==> config.mk <==
export PLATFORM = sky130hd
export DESIGN_NAME = bitSerialCpu
export DESIGN_NICKNAME = d
export VERILOG_FILES = /design/src/rtl/bscPkg.sv /design/src/rtl/bscAlu.sv /design/src/rtl/bscControl.sv /design/src/rtl/bscDatapath.sv /design/src/rtl/bitSerialCpu.sv
export SDC_FILE = /design/constraint.sdc
export NUM_CORES = 1
export LEC_CHECK = 0
export ABC_AREA = 1
export BUFFER_PORTS_ARGS = -buffer_cell sky130_fd_sc_hd__buf_2
export CELL_PAD_IN_SITES_DETAIL_PLACEMENT = 1
export CELL_PAD_IN_SITES_GLOBAL_PLACEMENT = 1
export CORE_ASPECT_RATIO = 1.4
export CORE_MARGIN = 4
export CORE_UTILIZATION = 47
export CTS_CLUSTER_DIAMETER = 40
export DETAILED_ROUTE_END_ITERATION = 8
export MAX_ROUTING_LAYER = met4
export PLACE_DENSITY = 0.88
export SLEW_MARGIN = 20
export SYNTH_ARGS = -nofsm -noshare
export SYNTH_HDL_FRONTEND = slang
export SYNTH_SLANG_ARGS = --single-unit
export TNS_END_PERCENT = 10
==> constraint.sdc <==
create_clock -name clk -period 3.49 [get_ports clk]
set_input_delay 0.698 -clock clk [delete_from_list [all_inputs] [get_ports clk]]
set_output_delay 0.698 -clock clk [all_outputs]
set_load 0.005 [all_outputs]
==> src/rtl/bscPkg.sv <==
package bscPkg;
  parameter int DATA_W = 8;
  parameter int ADDR_W = 5;
  parameter int OP_W   = 3;
  localparam int INSTR_W = OP_W + 3 * ADDR_W;
  localparam int IDX_W   = $clog2(DATA_W);
  localparam int PC_W    = DATA_W;
  localparam logic [ADDR_W-1:0] PC_ALIAS = '1;

  typedef enum logic [OP_W-1:0] {
    OP_AND  = 3'd0,
    OP_OR   = 3'd1,
    OP_XOR  = 3'd2,
    OP_ADD  = 3'd3,
    OP_SUB  = 3'd4,
    OP_RSV5 = 3'd5,
    OP_RSV6 = 3'd6,
    OP_CMOV = 3'd7
  } opcode_t;

  typedef struct packed {
    logic              stepBit;
    logic              firstBit;
    logic              commit;
    logic [IDX_W-1:0]  bitIdx;
    opcode_t           op;
    logic [ADDR_W-1:0] dst;
    logic [ADDR_W-1:0] srcA;
    logic [ADDR_W-1:0] srcB;
  } ctlStrobe_t;
endpackage

==> src/rtl/bscAlu.sv <==
module bscAlu
  import bscPkg::*;
(
  input  opcode_t op,
  input  logic    aBit,
  input  logic    bBit,
  input  logic    cIn,
  output logic    rBit,
  output logic    cOut
);
  logic bEff;

  always_comb begin
    bEff = (op == OP_SUB) ? ~bBit : bBit;
    rBit = 1'b0;
    cOut = cIn;
    unique case (op)
      OP_AND:  rBit = aBit & bBit;
      OP_OR:   rBit = aBit | bBit;
      OP_XOR:  rBit = aBit ^ bBit;
      OP_ADD, OP_SUB: begin
        rBit = aBit ^ bEff ^ cIn;
        cOut = (aBit & bEff) | (aBit & cIn) | (bEff & cIn);
      end
      OP_CMOV: rBit = aBit;
      default: rBit = 1'b0;
    endcase
  end
endmodule

==> src/rtl/bscControl.sv <==
module bscControl
  import bscPkg::*;
(
  input  logic               clk,
  input  logic               rst,
  input  logic [INSTR_W-1:0] romData,
  output ctlStrobe_t         strb
);
  typedef enum logic [1:0] {ST_FETCH, ST_EXEC, ST_COMMIT} state_t;

  state_t             state;
  logic [IDX_W-1:0]   bitCnt;
  logic [INSTR_W-1:0] instrReg;

  always_ff @(posedge clk) begin
    if (rst) begin
      state    <= ST_FETCH;
      bitCnt   <= '0;
      instrReg <= '0;
    end else begin
      unique case (state)
        ST_FETCH: begin
          instrReg <= romData;
          bitCnt   <= '0;
          state    <= ST_EXEC;
        end
        ST_EXEC: begin
          bitCnt <= bitCnt + 1'b1;
          if (bitCnt == IDX_W'(DATA_W - 1)) state <= ST_COMMIT;
        end
        default: state <= ST_FETCH;
      endcase
    end
  end

  always_comb begin
    strb.stepBit  = (state == ST_EXEC);
    strb.firstBit = (state == ST_EXEC) && (bitCnt == '0);
    strb.commit   = (state == ST_COMMIT);
    strb.bitIdx   = bitCnt;
    strb.op       = opcode_t'(instrReg[INSTR_W-1 -: OP_W]);
    strb.dst      = instrReg[3*ADDR_W-1 -: ADDR_W];
    strb.srcA     = instrReg[2*ADDR_W-1 -: ADDR_W];
    strb.srcB     = instrReg[ADDR_W-1:0];
  end
endmodule

==> src/rtl/bscDatapath.sv <==
module bscDatapath
  import bscPkg::*;
(
  input  logic              clk,
  input  logic              rst,
  input  ctlStrobe_t        strb,
  input  logic [ADDR_W-1:0] dbgAddr,
  output logic [DATA_W-1:0] dbgData,
  output logic [PC_W-1:0]   pc,
  output logic              carryFlag,
  output logic              zeroFlag,
  output logic              negFlag
);
  localparam int NUM_WORDS = 2 ** ADDR_W;

  logic [DATA_W-1:0] mem [NUM_WORDS];
  logic [DATA_W-1:0] resReg;
  logic              cBit;
  logic              aBit, bBit, cIn, rBit, cOut;
  logic              isArith, isLogic, condOk, doWrite;

  function automatic logic readBit(input logic [ADDR_W-1:0] a,
                                   input logic [IDX_W-1:0] idx,
                                   input logic [PC_W-1:0] pcv,
                                   input logic [DATA_W-1:0] word);
    return (a == PC_ALIAS) ? pcv[idx] : word[idx];
  endfunction

  assign aBit = readBit(strb.srcA, strb.bitIdx, pc, mem[strb.srcA]);
  assign bBit = readBit(strb.srcB, strb.bitIdx, pc, mem[strb.srcB]);
  assign cIn  = strb.firstBit ? (strb.op == OP_SUB) : cBit;

  bscAlu u_alu (
    .op  (strb.op),
    .aBit(aBit),
    .bBit(bBit),
    .cIn (cIn),
    .rBit(rBit),
    .cOut(cOut)
  );

  always_comb begin
    isArith = (strb.op == OP_ADD) || (strb.op == OP_SUB);
    isLogic = (strb.op == OP_AND) || (strb.op == OP_OR) || (strb.op == OP_XOR);
    unique case (strb.srcB[1:0])
      2'd0:    condOk = carryFlag;
      2'd1:    condOk = zeroFlag;
      2'd2:    condOk = negFlag;
      default: condOk = 1'b1;
    endcase
    doWrite = isArith || isLogic || ((strb.op == OP_CMOV) && condOk);
  end

  always_ff @(posedge clk) begin
    if (rst) begin
      resReg <= '0;
      cBit   <= 1'b0;
    end else if (strb.stepBit) begin
      resReg <= {rBit, resReg[DATA_W-1:1]};
      cBit   <= cOut;
    end
  end

  always_ff @(posedge clk) begin
    if (rst) begin
      pc        <= '0;
      carryFlag <= 1'b0;
      zeroFlag  <= 1'b0;
      negFlag   <= 1'b0;
    end else if (strb.commit) begin
      if (doWrite && (strb.dst == PC_ALIAS)) pc <= resReg;
      else                                   pc <= pc + 1'b1;
      if (isArith || isLogic) begin
        zeroFlag <= (resReg == '0);
        negFlag  <= resReg[DATA_W-1];
      end
      if (isArith) carryFlag <= cBit;
    end
  end

  for (genvar w = 0; w < NUM_WORDS; w++) begin : g_word
    always_ff @(posedge clk) begin
      if (rst) mem[w] <= '0;
      else if (strb.commit && doWrite && (strb.dst == ADDR_W'(w)) && (strb.dst != PC_ALIAS))
        mem[w] <= resReg;
    end
  end

  assign dbgData = (dbgAddr == PC_ALIAS) ? pc : mem[dbgAddr];
endmodule

==> src/rtl/bitSerialCpu.sv <==
module bitSerialCpu
  import bscPkg::*;
(
  input  logic               clk,
  input  logic               rst,
  output logic [PC_W-1:0]    romAddr,
  input  logic [INSTR_W-1:0] romData,
  output logic [PC_W-1:0]    pcOut,
  output logic               carryFlag,
  output logic               zeroFlag,
  output logic               negFlag,
  input  logic [ADDR_W-1:0]  dbgAddr,
  output logic [DATA_W-1:0]  dbgData
);
  ctlStrobe_t strb;

  bscControl u_ctl (
    .clk    (clk),
    .rst    (rst),
    .romData(romData),
    .strb   (strb)
  );

  bscDatapath u_dp (
    .clk      (clk),
    .rst      (rst),
    .strb     (strb),
    .dbgAddr  (dbgAddr),
    .dbgData  (dbgData),
    .pc       (pcOut),
    .carryFlag(carryFlag),
    .zeroFlag (zeroFlag),
    .negFlag  (negFlag)
  );

  assign romAddr = pcOut;
endmodule

==> out/results.ini <==
[clock_tree]
cts_hold_buf=0
h-tree-depth=2
post_cts_buffers=0
ctsLongestPathBuffers=3
root_buffer=clkbuf_16
clk_pin_slew_ns=0.06
cts_sinks=309
cts-resized-gates=0
cts_buffers=39
insertion_delay_ns=0.56
cts_tree=yes

[worst_setup_path]
worst_setup_path_start_kind=primary input
path_cells=buf_2 -> inv_1 -> buf_4 -> o21ai_0 -> o22ai_1 -> a21oi_1 -> nand3_1 -> o21ai_0 -> o21ai_1 -> buf_4 -> buf_2
crit_family=compound AO/OA/AOI/OAI gates
worstSetupPathType=primary input to primary output
critPathMaxStageDelay_ns=0.36
worstSetupEndpointType=primary output
crit_buf_inv=5
worstPathArrival_ns=2.75
cp_data_required_time_ns=2.79
path_max_fanout=14
crit_slowest_cell=o22ai_1

[routing]
drt_iter0_markers=2497
drc=0
postRouteAntennaNets=0
first_pass_iters=6
routed_wl_um=85000
num_vias=20348
vias_per_cell=6.63
wl_per_cell_um=27.7

[floorplanning]
core_area_sq_um=39500
pin_count=52
dieArea_sq_um=43300
start_util=0.476
row_count=86
die_h_um=245
die_w_um=177

[timing]
max_clock_freq_mhz=290
hold_ws_ns=0.375
hold_viol=0
setup_viol_count_final=0
setup_tns_ns=0
period_share=0.987
slew_headroom=0.336
drv_slew=0
fin_crit_ns=3.44
worstMarginPinSlew_ns=0.995
finalClockSkew_ns=0.0163
rsz0062_at_grt=yes

[synth]
synth-async-reset-ratio=0
synthCells=2539
synth.most_common_cell=nand2_1
ys_seq_area_frac=0.466
synth_top_area_frac=0.409
yosysWarnings=0
synth_largest_area_cell=edfxtp_1
synthTopCellsByCount=nand2_1, nor2_1, nand3_1
synth_edf_count=256
synth_area_sq_um=18800
synth_area_leaders=edfxtp_1, nand2_1, nor2_1
syn_area_per_cell_sq_um=7.40
synth-main-ff-cell=edfxtp_1
ys_types=37
synth-seq-cells=309

[pwr]
finalPower_uw=10100
power_switching_share=0.313
combPwrFrac=0.172
power_switching_uw=3170
intPower_uw=6960
p_seq_frac=0.422
clockPowerShare=0.406
leakage_uw=0.00782
p_per_area_nw_per_um2=479
vdd_drop_max_mv=0.477

[global_route]
grt_pass1_vias=20819
grt_pass1_wl_um=127000
overflow=0
grt.total_usage=0.398
antenna_found_initial=2
grt_max_degree=75

[outcome]
status=complete, no violations

[cells_and_area]
post-route-util=0.535
n_fill_cell=4910
drive_gt1_frac=0.0862
area_delta_synth_final_pct=12.5
layout.nets=2542
fin_area_sq_um=21100

[place]
post-dp-hpwl_um=58000
place_area_sq_um=19800
numPortBuffers=51
place.gp.congestion=0.993

[worst_hold_path]
hp-class=primary input to flop

[job]
maxCapViolCount=0

==> kinds of logic (layout without fill, tap and decap cells) <==
group	Yosys count	in the layout	synth area share
adder cells (fa/ha/maj)	7	7	0.00506
buffers and inverters	307	302	0.0699
AND/OR/NAND/NOR	1361	1361	0.300
other	1	9	0.000200
flip-flops	309	309	0.466
AO/OA/AOI/OAI	549	549	0.157
XOR/XNOR	5	5	0.00233
==> worst reg2reg max path, cell delays in order (launching register included) <==
cell and delay, ns:
dfxtp_4 0.36, inv_1 0.13, buf_4 0.26, o21ai_0 0.14, o22ai_1 0.21, nand2_1 0.09, nand3_1 0.20, nand2_1 0.11
o21ai_1 0.12, nand2_1 0.06, o211ai_1 0.11, nand3_1 0.13, nand3_1 0.18, nand2_2 0.09, nand2_1 0.07, nand2_1 0.09
fa_1 0.49, a221oi_1 0.25, nand2_1 0.09, nand2_1 0.07, a21oi_1 0.06
==> layout by cell type, fill, tap and decap left out, types with 19 or more instances in the layout <==
cell type  instances
nor2_1           481
buf_4             52
nand3_1          361
nand2_1          492
o21ai_0          328
edfxtp_1         256
clkbuf_16         43
a21oi_1          114
buf_2             50
inv_1             80
dfxtp_1           49
o22ai_1           60
buf_12            27
o211ai_1          19
==> power by group through the flow <==
stage / clock network [uW] / registers (uW) / logic, uW
floorplan: 0 / 4270 / 996
global placement: 0 / 4330 / 1590
detailed placement: 0 / 4340 / 1650
CTS: 4110 / 4270 / 1670
global route: 4280 / 4280 / 1850
finish: 4110 / 4280 / 1740
==> state kept, by name, summed over array words and instances (netlist names), named ones only <==
signal          cells
u_dp.mem          256
u_ctl.instrReg     18
u_dp.pc             8
u_dp.resReg         8
u_ctl.bitCnt        3
u_ctl.state         2
u_dp.cBit           1
u_dp.carryFlag      1
u_dp.negFlag        1
u_dp.zeroFlag       1
==> layout make-up <==
class	instances	area (sq um)	share of cell area
flip-flops and latches	309	8760	0.415
multi-input cells	1930	8760	0.415
repair buffers	133	1270	0.0602
clock buffers	47	1080	0.0511
well taps	528	661	0.0313
inverters	97	369	0.0175
clock inverters	25	226	0.0107
diodes	1	2.50	0.000118
==> through the flow <==
| stage | worst slack, ns | cells |
|---|---|---|
| final | 0.0459 | 3070 |
| after global routing | -0.128 | 3070 |
| after CTS | 0.0590 | 3068 |
| after detailed placement | 0.0706 | 2996 |
| after global placement | -0.0300 | 2996 |
| after floorplan | 0.749 | 2546 |
==> path summary, 6_finish.rpt <==
check / start / cells past startpoint / to / slack, ns
hold / removal: romData[15] / 3 / u_ctl.instrReg[15]$_SDFFE_PP0P_ / 0.37
hold reg to reg: u_ctl.instrReg[8]$_SDFFE_PP0P_ / 2 / flop / 0.48
setup reg to reg: flop / 20 / u_dp.resReg[7]$_SDFFE_PP0P_ / 0.07
setup / recovery: dbgAddr[1] / 11 / dbgData[4] / 0.05
==> metal layers <==
| layer | share of wire | vias to the layer above | GRT usage |
|---|---|---|---|
| met5 | 0 | - | - |
| met3 | 0.094 | 411 | 0.0704 |
| met4 | 0.081 | 0 | 0.260 |
| met2 | 0.47 | 1386 | 0.638 |
| met1 | 0.35 | 9897 | 0.457 |
| li1 | - | 8654 | - |
(Power assumes the default switching activity.)
